File: src/rtl/dreq_pkg.sv
package dreq_pkg;
  localparam int SIZE_W  = 3;
  localparam int WIDTH_W = 2;
  localparam int MAX_SPLIT_LOG2 = 5;

  localparam logic [SIZE_W-1:0] SZ_BYTE = 3'd0;
  localparam logic [SIZE_W-1:0] SZ_WORD = 3'd1;
  localparam logic [SIZE_W-1:0] SZ_LONG = 3'd2;
  localparam logic [SIZE_W-1:0] SZ_16B  = 3'd3;
  localparam logic [SIZE_W-1:0] SZ_32B  = 3'd4;

  typedef enum logic [2:0] {
    ST_IDLE    = 3'd0,
    ST_ACCEPT  = 3'd1,
    ST_BUS     = 3'd2,
    ST_GAP     = 3'd3,
    ST_RECOVER = 3'd4
  } seq_state_t;
endpackage

File: src/rtl/dreq_edge_detect.sv
module dreq_edge_detect #(
  parameter int SYNC_STAGES = 2
) (
  input  logic clk,
  input  logic rst,
  input  logic async_in,
  output logic rise_o
);
  logic [SYNC_STAGES-1:0] sync_q;
  logic prev_q;

  generate
    if (SYNC_STAGES == 1) begin : g_single
      always_ff @(posedge clk) begin
        if (rst) sync_q <= '0;
        else     sync_q <= async_in;
      end
    end else begin : g_chain
      always_ff @(posedge clk) begin
        if (rst) sync_q <= '0;
        else     sync_q <= {sync_q[SYNC_STAGES-2:0], async_in};
      end
    end
  endgenerate

  always_ff @(posedge clk) begin
    if (rst) prev_q <= 1'b0;
    else     prev_q <= sync_q[SYNC_STAGES-1];
  end

  assign rise_o = sync_q[SYNC_STAGES-1] & ~prev_q;

  // a detected rise lasts one clock
  assert_rise_single_R2: assert property (@(posedge clk) disable iff (rst)
    rise_o |=> !rise_o);
endmodule

File: src/rtl/dreq_unit_count.sv
module dreq_unit_count
  import dreq_pkg::*;
#(
  parameter int LOG_W = $clog2(MAX_SPLIT_LOG2 + 1)
) (
  input  logic [SIZE_W-1:0]  size_code,
  input  logic [WIDTH_W-1:0] width_code,
  output logic [LOG_W-1:0]   split_log2
);
  logic [LOG_W-1:0] size_l2;
  logic [LOG_W-1:0] width_l2;

  always_comb begin
    unique case (size_code)
      SZ_BYTE: size_l2 = LOG_W'(0);
      SZ_WORD: size_l2 = LOG_W'(1);
      SZ_LONG: size_l2 = LOG_W'(2);
      SZ_16B:  size_l2 = LOG_W'(4);
      SZ_32B:  size_l2 = LOG_W'(5);
      default: size_l2 = LOG_W'(0);
    endcase
    width_l2 = LOG_W'(width_code);
    if (size_l2 > width_l2) split_log2 = size_l2 - width_l2;
    else                    split_log2 = '0;
  end

  // split count never exceeds the largest supported division
  always_comb begin
    assert_split_range_R4: assert (split_log2 <= LOG_W'(MAX_SPLIT_LOG2));
  end
endmodule

File: src/rtl/dreq_handshake_seq.sv
module dreq_handshake_seq
  import dreq_pkg::*;
#(
  parameter int SYNC_STAGES = 2
) (
  input  logic               clk,
  input  logic               rst,
  input  logic               req_in,
  input  logic [SIZE_W-1:0]  size_code,
  input  logic [WIDTH_W-1:0] width_code,
  input  logic               ack_hold,
  input  logic               cycle_done,
  output logic               chip_sel,
  output logic               xfer_ack,
  output logic               req_taken
);
  localparam int LOG_W = $clog2(MAX_SPLIT_LOG2 + 1);
  localparam int CNT_W = MAX_SPLIT_LOG2 + 1;

  logic             req_rise;
  logic [LOG_W-1:0] split_log2;
  seq_state_t       state_q, state_d;
  logic [CNT_W-1:0] total_q;
  logic [CNT_W-1:0] idx_q;
  logic             hold_q;
  logic             last_cycle;

  dreq_edge_detect #(.SYNC_STAGES(SYNC_STAGES)) u_edge (
    .clk      (clk),
    .rst      (rst),
    .async_in (req_in),
    .rise_o   (req_rise)
  );

  dreq_unit_count #(.LOG_W(LOG_W)) u_count (
    .size_code  (size_code),
    .width_code (width_code),
    .split_log2 (split_log2)
  );

  assign last_cycle = (idx_q == total_q - CNT_W'(1));

  always_comb begin
    state_d = state_q;
    unique case (state_q)
      ST_IDLE:    if (req_rise) state_d = ST_ACCEPT;
      ST_ACCEPT:  state_d = ST_BUS;
      ST_BUS:     if (cycle_done) state_d = last_cycle ? ST_RECOVER : ST_GAP;
      ST_GAP:     state_d = ST_BUS;
      ST_RECOVER: state_d = ST_IDLE;
      default:    state_d = ST_IDLE;
    endcase
  end

  always_ff @(posedge clk) begin
    if (rst) begin
      state_q   <= ST_IDLE;
      total_q   <= CNT_W'(1);
      idx_q     <= '0;
      hold_q    <= 1'b0;
      chip_sel  <= 1'b0;
      xfer_ack  <= 1'b0;
      req_taken <= 1'b0;
    end else begin
      state_q <= state_d;
      if (state_q == ST_IDLE && req_rise) begin
        total_q <= CNT_W'(1) << split_log2;
        hold_q  <= ack_hold;
        idx_q   <= '0;
      end else if (state_q == ST_BUS && cycle_done && !last_cycle) begin
        idx_q <= idx_q + CNT_W'(1);
      end
      chip_sel  <= (state_d == ST_BUS);
      req_taken <= (state_d == ST_ACCEPT);
      xfer_ack  <= (state_d == ST_BUS) ||
                   (state_d == ST_GAP && hold_q);
    end
  end

  assert_reset_idle_R1: assert property (@(posedge clk)
    rst |=> (!chip_sel && !xfer_ack && !req_taken));

  assert_taken_pulse_R3: assert property (@(posedge clk) disable iff (rst)
    req_taken |=> !req_taken);

  assert_bus_after_take_R3: assert property (@(posedge clk) disable iff (rst)
    req_taken |=> (chip_sel && xfer_ack));

  assert_idx_range_R4: assert property (@(posedge clk) disable iff (rst)
    chip_sel |-> (idx_q < total_q));

  assert_cs_waits_done_R5: assert property (@(posedge clk) disable iff (rst)
    (chip_sel && !cycle_done) |=> chip_sel);

  assert_cs_implies_ack_R6: assert property (@(posedge clk) disable iff (rst)
    chip_sel |-> xfer_ack);

  assert_split_ack_R6: assert property (@(posedge clk) disable iff (rst)
    (!hold_q && xfer_ack) |-> chip_sel);

  assert_held_gap_R7: assert property (@(posedge clk) disable iff (rst)
    ($fell(chip_sel) && xfer_ack) |=> (chip_sel && xfer_ack));

  assert_blind_after_ack_R8: assert property (@(posedge clk) disable iff (rst)
    $fell(xfer_ack) |=> !req_taken);
endmodule

File: config.mk
export PLATFORM = sky130hd
export DESIGN_NAME = dreq_handshake_seq
export DESIGN_NICKNAME = d
export VERILOG_FILES = /design/src/rtl/dreq_pkg.sv /design/src/rtl/dreq_edge_detect.sv /design/src/rtl/dreq_unit_count.sv /design/src/rtl/dreq_handshake_seq.sv
export SDC_FILE = /design/constraint.sdc
export NUM_CORES = 1
export LEC_CHECK = 0
export BUFFER_PORTS_ARGS = -buffer_cell sky130_fd_sc_hd__buf_2
export CORE_MARGIN = 8
export CORE_UTILIZATION = 50
export CTS_BUF_LIST = sky130_fd_sc_hd__clkbuf_16
export DETAILED_ROUTE_END_ITERATION = 10
export PLACE_DENSITY = 0.7
export SLEW_MARGIN = 20
export SYNTH_ARGS = -nofsm -noshare
export SYNTH_HDL_FRONTEND = slang
export SYNTH_SLANG_ARGS = --single-unit
File: constraint.sdc
create_clock -name clk -period 2.62 [get_ports clk]
set_input_delay 0.262 -clock clk [delete_from_list [all_inputs] [get_ports clk]]
set_output_delay 0.262 -clock clk [all_outputs]
set_load 0.005 [all_outputs]
# Word level (Yosys, flattened, before mapping)

Index checks and enable logic that the tools add are counted.

Register bits: 22
Input port bits: 10
Output and inout port bits: 3

Add/subtract/negate cells: 3
$lt $le $gt $ge: 1
Eq/ne operators: 11
Shift-type cells: 1
Mux-type cells: 6
Bitwise operators: 2
Reduce and logical (&&, ||, !) cells: 9

Operators with widths:

| operator                                          | count |
|---|---|
| == test 3 x 2 -> 1 bit (second input constant)    | 6 |
| 2-to-1 mux 3 bit                                  | 4 |
| one-hot mux 3 bit (4 select lines)                | 1 |
| == test 3 x 1 -> 1 bit (second input constant)    | 3 |
| one-hot mux 3 bit (3 select lines)                | 1 |
| adder 6 x 1 -> 6 bit (second input constant)      | 1 |
| == test 6 bit                                     | 1 |
| left shift 1 x 3 -> 6 bit (first input constant)  | 1 |
| subtractor 6 x 1 -> 6 bit (second input constant) | 1 |
| logical AND 1 bit                                 | 4 |
| OR reduction 2 bit                                | 2 |
| == test 3 bit (second input constant)             | 1 |
| > comparator 3 x 2 -> 1 bit                       | 1 |
| zero test 3 bit                                   | 1 |
| subtractor 3 x 2 -> 3 bit                         | 1 |
| AND 1 bit                                         | 1 |
| zero test 1 bit                                   | 1 |
| logical OR 1 bit                                  | 1 |
| inverter 1 bit                                    | 1 |

# Longest topological paths before layout

Gate-level depths: netlist of run 1.

Depth after elaboration: 8
Gate-level depth with buffers: 9

# By module

Synthesis of run 1 repeated with hierarchy kept, for this count alone.

Cells, all modules: 140
Area total of the unflattened synthesis: 1282.5 um2

By module, submodules not included:

| module             | instances | cells each | area an instance (um2) | seq. area each (um2) |
|---|---|---|---|---|
| dreq_handshake_seq | 1         | 114        | 1047.3                 | 380.4 |
| dreq_unit_count    | 1         | 19         | 147.6                  | 0.0 |
| dreq_edge_detect   | 1         | 7          | 87.6                   | 60.1 |

# Least setup slack after synthesis of run 1

No wires, ideal clock.

Path type: input to register
From: input size_code[0]
To: register total_q[4]
Library setup time: 0.070 ns
Arrival: 2.054 ns
Data required time: 2.550 ns
Setup slack: 0.496 ns
Cell stages on the path: 8
Cells stage by stage: xor2_1 -> nand2b_1 -> ha_1 -> inv_1 -> fa_1 -> o41ai_1 -> or3b_1 -> a21oi_1

Longest elaborated chain between the ends: 5
Elaborated cells on any way between the ends: 9
Those cells by class: 1 x add/sub; 1 x order compare; 4 x eq/ne; 1 x shift; 2 x mux

Ends and longest elaborated chain:

| element                                                                  | line                     | source |
|---|---|---|
| start, declared                                                          | dreq_handshake_seq.sv:9  | `input logic [SIZE_W-1:0] size_code,` |
| == test 3 bit, or another cell as far along                              | dreq_unit_count.sv:14    | `unique case (size_code)` |
| one-hot mux 3 bit (4 select lines) (*)                                   | dreq_unit_count.sv:14    |  |
| subtractor 3 x 2 -> 3 bit or > comparator 3 x 2 -> 1 bit (tied branches) | dreq_unit_count.sv:23    | `if (size_l2 > width_l2) split_log2 = size_l2 - width_l2;` |
| 2-to-1 mux 3 bit (*)                                                     | dreq_unit_count.sv:23    |  |
| left shift 1 x 3 -> 6 bit (*)                                            | dreq_handshake_seq.sv:67 | `total_q <= CNT_W'(1) << split_log2;` |
| end signal, assigned                                                     | dreq_handshake_seq.sv:67 |  |
| end, declared                                                            | dreq_handshake_seq.sv:23 | `logic [CNT_W-1:0] total_q;` |

Every way passes the cells marked *; elsewhere a longest branch is shown, timed or not.
A chain may end at the register's enable or synchronous reset.

# Worst setup path after layout of run 1

Ends and elaborated chain as after synthesis.

==> results.py, run 1 <==
metrics = {
    "cts": {
        "postCtsSetupBuffers": 0,
        "clock-root-buffer": "clkbuf_16",
        "ctsHoldBuffers": 0,
        "cts.path.max_buffers": 2,
        "clk_latency_ns": 0.25,
        "clock-sinks": 22,
        "cts_buffers": 3,
        "cts_max_level": 1,
        "cts_tree": "yes",
        "ctsResizeCount": 0,
        "clk_pin_slew_worst_paths_ns": 0.05,
    },
    "power": {
        "combPwrFrac": 0.135,
        "vdd_drop_max_v": 0.000637,
        "leakage_nw": 0.560,
        "p_per_area_mw_per_mm2": 553,
        "p_int_w": 0.000589,
        "p_switching_w": 0.000171,
        "pwr-share-seq": 0.455,
        "p_clk_frac": 0.410,
        "switching_share": 0.225,
    },
    "placement": {
        "hpwl_mm": 1.75,
        "place_area_mm2": 0.00129,
        "place_congestion": 0.797,
        "pre_cts_ws_ns": 0.214,
        "io_buffers": 12,
    },
    "setup_path": {
        "crit_fanout": 6,
        "start_kind": "primary input",
        "critPathKind": "primary input to register",
        "cp.required_ns": 2.80,
        "end_kind": "register",
        "critPathArrivalTime_ns": 2.38,
        "worst-r2r-setup-slack_ns": 0.54,
    },
    "logic_synthesis": {
        "yosys.area_share.simple": 0.290,
        "yosysMostFrequentCell": "dfxtp_1",
        "ys_ff_latch": 22,
        "synth_commonest_cells": "dfxtp_1 (22), nand2_1 (15), a21oi_1 (9), nor2_1 (8), inv_1 (7)",
        "synth_adder_area_share": 0.0577,
        "synthTopCellsByArea": "dfxtp_1 (36%), mux2i_1 (4.9%), nand2_1 (4.6%), ha_1 (4.1%), a21oi_1 (3.7%)",
        "synth_cells": 138,
        "synth-xor-area-share": 0.0649,
        "syn_avg_cell_area_um2": 8.79,
        "synth_top_family_by_area": "simple AND/OR/NAND/NOR gates",
        "syn_nets": 153,
        "seq_area_frac_synth": 0.363,
        "synth_area_leader_cell": "dfxtp_1",
        "synthArstFlopShare": 0,
        "synth_cell_types": 42,
        "synth-compound-area-share": 0.140,
        "syn-cell-area_mm2": 0.00121,
        "yosysTopAreaCellShare": 0.363,
        "synth_edf_count": 0,
        "muxShareOfSynthArea": 0.0495,
        "synthFlopType": "dfxtp_1",
        "yosys_warnings": 0,
    },
    "floorplan": {
        "die_w_um": 65.3,
        "initial_core_util": 0.508,
        "row_count": 18,
        "fp.coreArea_mm2": 0.00239,
        "die_y_um": 65.3,
        "dieArea_mm2": 0.00426,
        "num_io_pins": 13,
    },
    "sta": {
        "fmax_mhz": 454,
        "hold_viol_final": 0,
        "setup-violations-final": 0,
        "maxSlewHeadroom": 0.587,
        "rsz0062_at_grt": "false",
        "maxSlewViolCount": 0,
        "fin_crit_ns": 2.20,
        "setup_tns_ns": 0,
        "setup_slack_ns": 0.419,
        "finalClockSkew_ns": 0.00565,
        "tightest_slew_ns": 0.617,
        "final.period_utilization": 0.840,
    },
    "grt": {
        "grt_pass1_wl_mm": 4.05,
        "grt_max_degree": 19,
        "grt_use_total": 0.115,
        "antenna_found_initial": 0,
        "grt_remaining_overflow": 0,
        "grt_pass1_vias": 916,
    },
    "final_layout": {
        "layout-drive-gt1-share": 0.147,
        "final_cell_area_mm2": 0.00137,
        "layout.nets": 166,
        "antennaDiodeCount": 0,
        "fillCellCount": 244,
        "area_delta_synth_final_pct": 13.2,
    },
    "flow_run": {
        "drv_cap": 0,
    },
    "route": {
        "first_pass_iters": 4,
        "vias": 995,
        "routedWlPerCell_um": 12.7,
        "drc": 0,
        "finalWirelength_mm": 2.29,
        "drt_iter0_drc": 32,
        "avgViaCountPerCell": 5.53,
        "ant_nets": 0,
    },
    "outcome": {
        "run_status": "complete, no violations",
    },
    "worst_hold_path": {
        "hp-class": "primary input to register",
    },
}
==> state kept, by name, summed over array words and instances (netlist names) <==
name,flops
idx_q,6
total_q,6
state_q,3
u_edge.sync_q,2
chip_sel,1
hold_q,1
req_taken,1
u_edge.prev_q,1
xfer_ack,1
==> logic make-up (layout without fill, tap and decap cells) <==
| group | Yosys count | in the layout |
|---|---|---|
| mux | 6 | 6 |
| compound gates | 25 | 25 |
| xor+xnor | 9 | 9 |
| flops | 22 | 22 |
| simple gates | 60 | 60 |
| buf+inv | 11 | 23 |
| fa+ha+maj | 5 | 5 |
==> power groups by stage <==
stage                logic, W  registers, W  clock network (W)
floorplan           0.0000783      0.000352                  0
global placement    0.0000991      0.000353                  0
detailed placement   0.000102      0.000353                  0
CTS                  0.000102      0.000346           0.000318
global route         0.000116      0.000347           0.000329
finish               0.000102      0.000346           0.000311
==> metrics by stage <==
stage	hold slack (ns)	utilization	std cells	power, W
after floorplan	0.390	-	138	0.000431
after global placement	0.434	0.542	176	0.000452
after detailed placement	0.433	0.542	176	0.000455
after CTS	0.231	0.575	180	0.000766
after global routing	0.247	0.575	180	0.000792
final	0.229	0.575	180	0.000760
==> cell type report <==
cell class	count	area, µm²	share of cell area
Inverter	7	26.3	0.0191
Sequential cell	22	440	0.321
Clock buffer	3	75.1	0.0546
Tap cell	30	37.5	0.0273
Clock inverter	1	3.75	0.00273
Timing Repair Buffer	12	60.1	0.0437
Multi-Input combinational cell	105	731	0.532
==> path summary, 6_finish.rpt <==
kind / endpoint / startpoint / cells after the start
setup / recovery: total_q[4]$_SDFFE_PP0P_ / size_code[0] / 9
hold / removal: u_edge.sync_q[0]$_SDFF_PP0_ / req_in / 2
setup reg to reg: state_q[0]$_SDFF_PP0_ / total_q[0]$_SDFFE_PP1P_ / 7
hold reg to reg: u_edge.sync_q[1]$_SDFF_PP0_ / u_edge.sync_q[0]$_SDFF_PP0_ / 1
==> placed cells by master (no fill, tap or decap), types with 2 or more instances in the layout <==
cell,synthesis,layout
xnor2_1,4,4
nand4_1,2,2
nor3b_1,2,2
nand3_1,4,4
nand2_1,15,15
xor2_1,5,5
mux2i_1,6,6
and3b_1,2,2
buf_2,1,12
dfxtp_1,22,22
inv_1,7,7
nor2b_1,5,5
clkbuf_16,0,3
nor3_1,3,3
a21oi_1,9,9
nor2_1,8,8
and3_1,2,2
or3_1,6,6
nand2b_1,3,3
ha_1,4,4
o21ai_0,4,4
==> per-layer routing <==
| layer | routed length (µm) | GRT usage | share of wire | up-vias |
|---|---|---|---|---|
| met5 | 0 | 0 | 0 | - |
| met4 | 20 | 0.0327 | 0.0087 | 0 |
| met3 | 60 | 0.0255 | 0.026 | 2 |
| met2 | 1080 | 0.172 | 0.47 | 14 |
| met1 | 1140 | 0.159 | 0.50 | 465 |
| li1 | - | - | - | 514 |
==> worst max-delay path, cell delays in order <==
cell	delay, ns
buf_2	0.12
xor2_1	0.16
nand2b_1	0.07
ha_1	0.16
inv_1	0.05
fa_1	0.47
o41ai_1	0.56
or3b_1	0.40
a21oi_1	0.14
No activity file was read; power rests on OpenSTA's default activity.
==> run 2, diff against run 1 <==
- clock period: 2.62 -> 2.2 ns (I/O delays scaled with it)
==> run 2 against run 1 <==
  * Global-route usage increased by 0.86 points
  * Clock-buffer cell count unchanged
  * Combinational power increased by 29%
  * Critical path type is now register to register
  * Die area unchanged
  * Cell count increased by 1.7%
  * Highest routed layer unchanged
  * Via count increased by 3.4%
  * Clock skew decreased by 0.0023 ns
  * Sequential share of layout area decreased by 1.1 points
  * Design area increased by 3.6%
  * Critical path depth decreased by 1
  * Flip-flop and latch count unchanged
==> results.py, run 2 (synthesis gave the netlist of run 1 again) <==
metrics = {
    "route": {
        "wl_met1_mm": 1.13,
        "drc": 0,
        "ant_nets": 0,
        "wl_met3_um": 120,
        "top_layer_used": "met4",
        "routedWlPerCell_um": 13.6,
        "drt_iter0_drc": 35,
        "met2_length_mm": 1.19,
        "vias": 1029,
        "finalWirelength_mm": 2.49,
        "avgViaCountPerCell": 5.62,
        "first_pass_iters": 4,
    },
    "grt": {
        "grt_remaining_overflow": 0,
        "grt_pass1_wl_mm": 4.22,
        "grt_pass1_vias": 972,
        "grt_max_degree": 19,
        "grt_use_total": 0.123,
        "antenna_found_initial": 0,
    },
    "sta": {
        "whs_ns": 0.174,
        "setup-violations-final": 0,
        "maxSlewViolCount": 0,
        "setup_tns_ns": 0,
        "finalClockSkew_ns": 0.00340,
        "maxSlewHeadroom": 0.603,
        "fin_crit_ns": 2.01,
        "tightest_slew_ns": 0.593,
        "rsz0062_at_grt": "false",
        "setup_slack_ns": 0.192,
        "fmax_mhz": 498,
        "final.period_utilization": 0.913,
        "hold_viol_final": 0,
    },
    "setup_path": {
        "path_cells": "inv_1 -> ha_1 -> and2_1 -> a211oi_1 -> o31ai_2 -> buf_4 -> a21boi_2 -> mux2i_1",
        "cp.required_ns": 2.39,
        "end_kind": "register",
        "critPathArrivalTime_ns": 2.19,
        "crit_fanout": 7,
        "critPathKind": "register to register",
        "cpPeakStageDelay_ns": 0.39,
        "slowest_stage": "dfxtp_1",
        "start_kind": "register",
    },
    "cts": {
        "clock-root-buffer": "clkbuf_16",
        "cts_buffers": 3,
        "ctsResizeCount": 0,
        "cts_max_level": 1,
        "cts_tree": "yes",
        "clock-sinks": 22,
        "cts.path.max_buffers": 2,
        "clk_latency_ns": 0.26,
        "ctsHoldBuffers": 0,
        "clk_pin_slew_worst_paths_ns": 0.06,
        "postCtsSetupBuffers": 0,
    },
    "placement": {
        "place_area_mm2": 0.00132,
        "pre_cts_ws_ns": -0.00475,
        "hpwl_mm": 1.83,
        "io_buffers": 12,
        "place_congestion": 0.817,
    },
    "final_layout": {
        "top_regs": "idx_q (6), total_q (6), state_q (3)",
        "area_delta_synth_final_pct": 17.2,
        "antennaDiodeCount": 0,
        "layout.nets": 169,
        "multi_input_area_um2": 731,
        "final_cell_area_mm2": 0.00142,
        "fillCellCount": 226,
        "final_cell_mix": "dfxtp_1 (22), nand2_1 (15), buf_2 (12)",
        "finish.utilization": 0.596,
        "regArea_um2": 440,
        "final_common_cell": "dfxtp_1",
        "layout-drive-gt1-share": 0.170,
    },
    "floorplan": {
        "die_w_um": 65.3,
        "row_count": 18,
        "initial_core_util": 0.508,
        "fp.coreArea_mm2": 0.00239,
        "num_io_pins": 13,
        "dieArea_mm2": 0.00426,
        "die_y_um": 65.3,
    },
    "flow_run": {
        "drv_cap": 0,
    },
    "power": {
        "vdd_drop_max_v": 0.000471,
        "p_per_area_mw_per_mm2": 742,
        "leakage_nw": 0.587,
    },
    "worst_hold_path": {
        "hp-class": "primary input to register",
    },
    "outcome": {
        "run_status": "complete, no violations",
    },
}
run 2: stage by stage:
step	instances	power (W)
3_5_place_dp	179	0.000550
2_1_floorplan	138	0.000513
3_3_place_gp	179	0.000545
6_report	183	0.00105
4_1_cts	183	0.00106
5_1_grt	183	0.00109
run 2: final timing paths:
check	from	to	slack, ns	cells after the start
max reg2reg	total_q[0]$_SDFFE_PP1P_	idx_q[0]$_SDFFE_PP0P_	0.19	8
max	total_q[0]$_SDFFE_PP1P_	idx_q[0]$_SDFFE_PP0P_	0.19	8
min	req_in	u_edge.sync_q[0]$_SDFF_PP0_	0.17	2
min reg2reg	u_edge.sync_q[0]$_SDFF_PP0_	u_edge.sync_q[1]$_SDFF_PP0_	0.44	1
run 2: per-layer routing:
metal  global-route usage  up-vias
met2                0.191       27
li1                     -      516
met1                0.152      481
met4               0.0681        0
met3               0.0323        5
met5                    0        -
run 2: cell type report:
type,count,area share
Timing Repair Buffer,15,0.0580
Sequential cell,22,0.310
Clock inverter,1,0.0211
Clock buffer,3,0.0528
Inverter,7,0.0185
Tap cell,30,0.0264
Multi-Input combinational cell,105,0.514
run 2: power breakdown:
group / leakage [nW] / internal [W] / switching [W]
Sequential: 0.178 / 0.000407 / 0.00000507
Combinational: 0.358 / 0.0000580 / 0.0000737
Clock: 0.0511 / 0.000361 / 0.000150
run 2: worst max-delay path: cells and delay by family (launching register included):
kind | cells | cell delay [ns]
AND/OR/NAND/NOR | 1 | 0.18
buffers and inverters | 2 | 0.26
adder cells (fa/ha/maj) | 1 | 0.21
multiplexers | 1 | 0.22
AO/OA/AOI/OAI | 3 | 0.67
flip-flops | 1 | 0.39
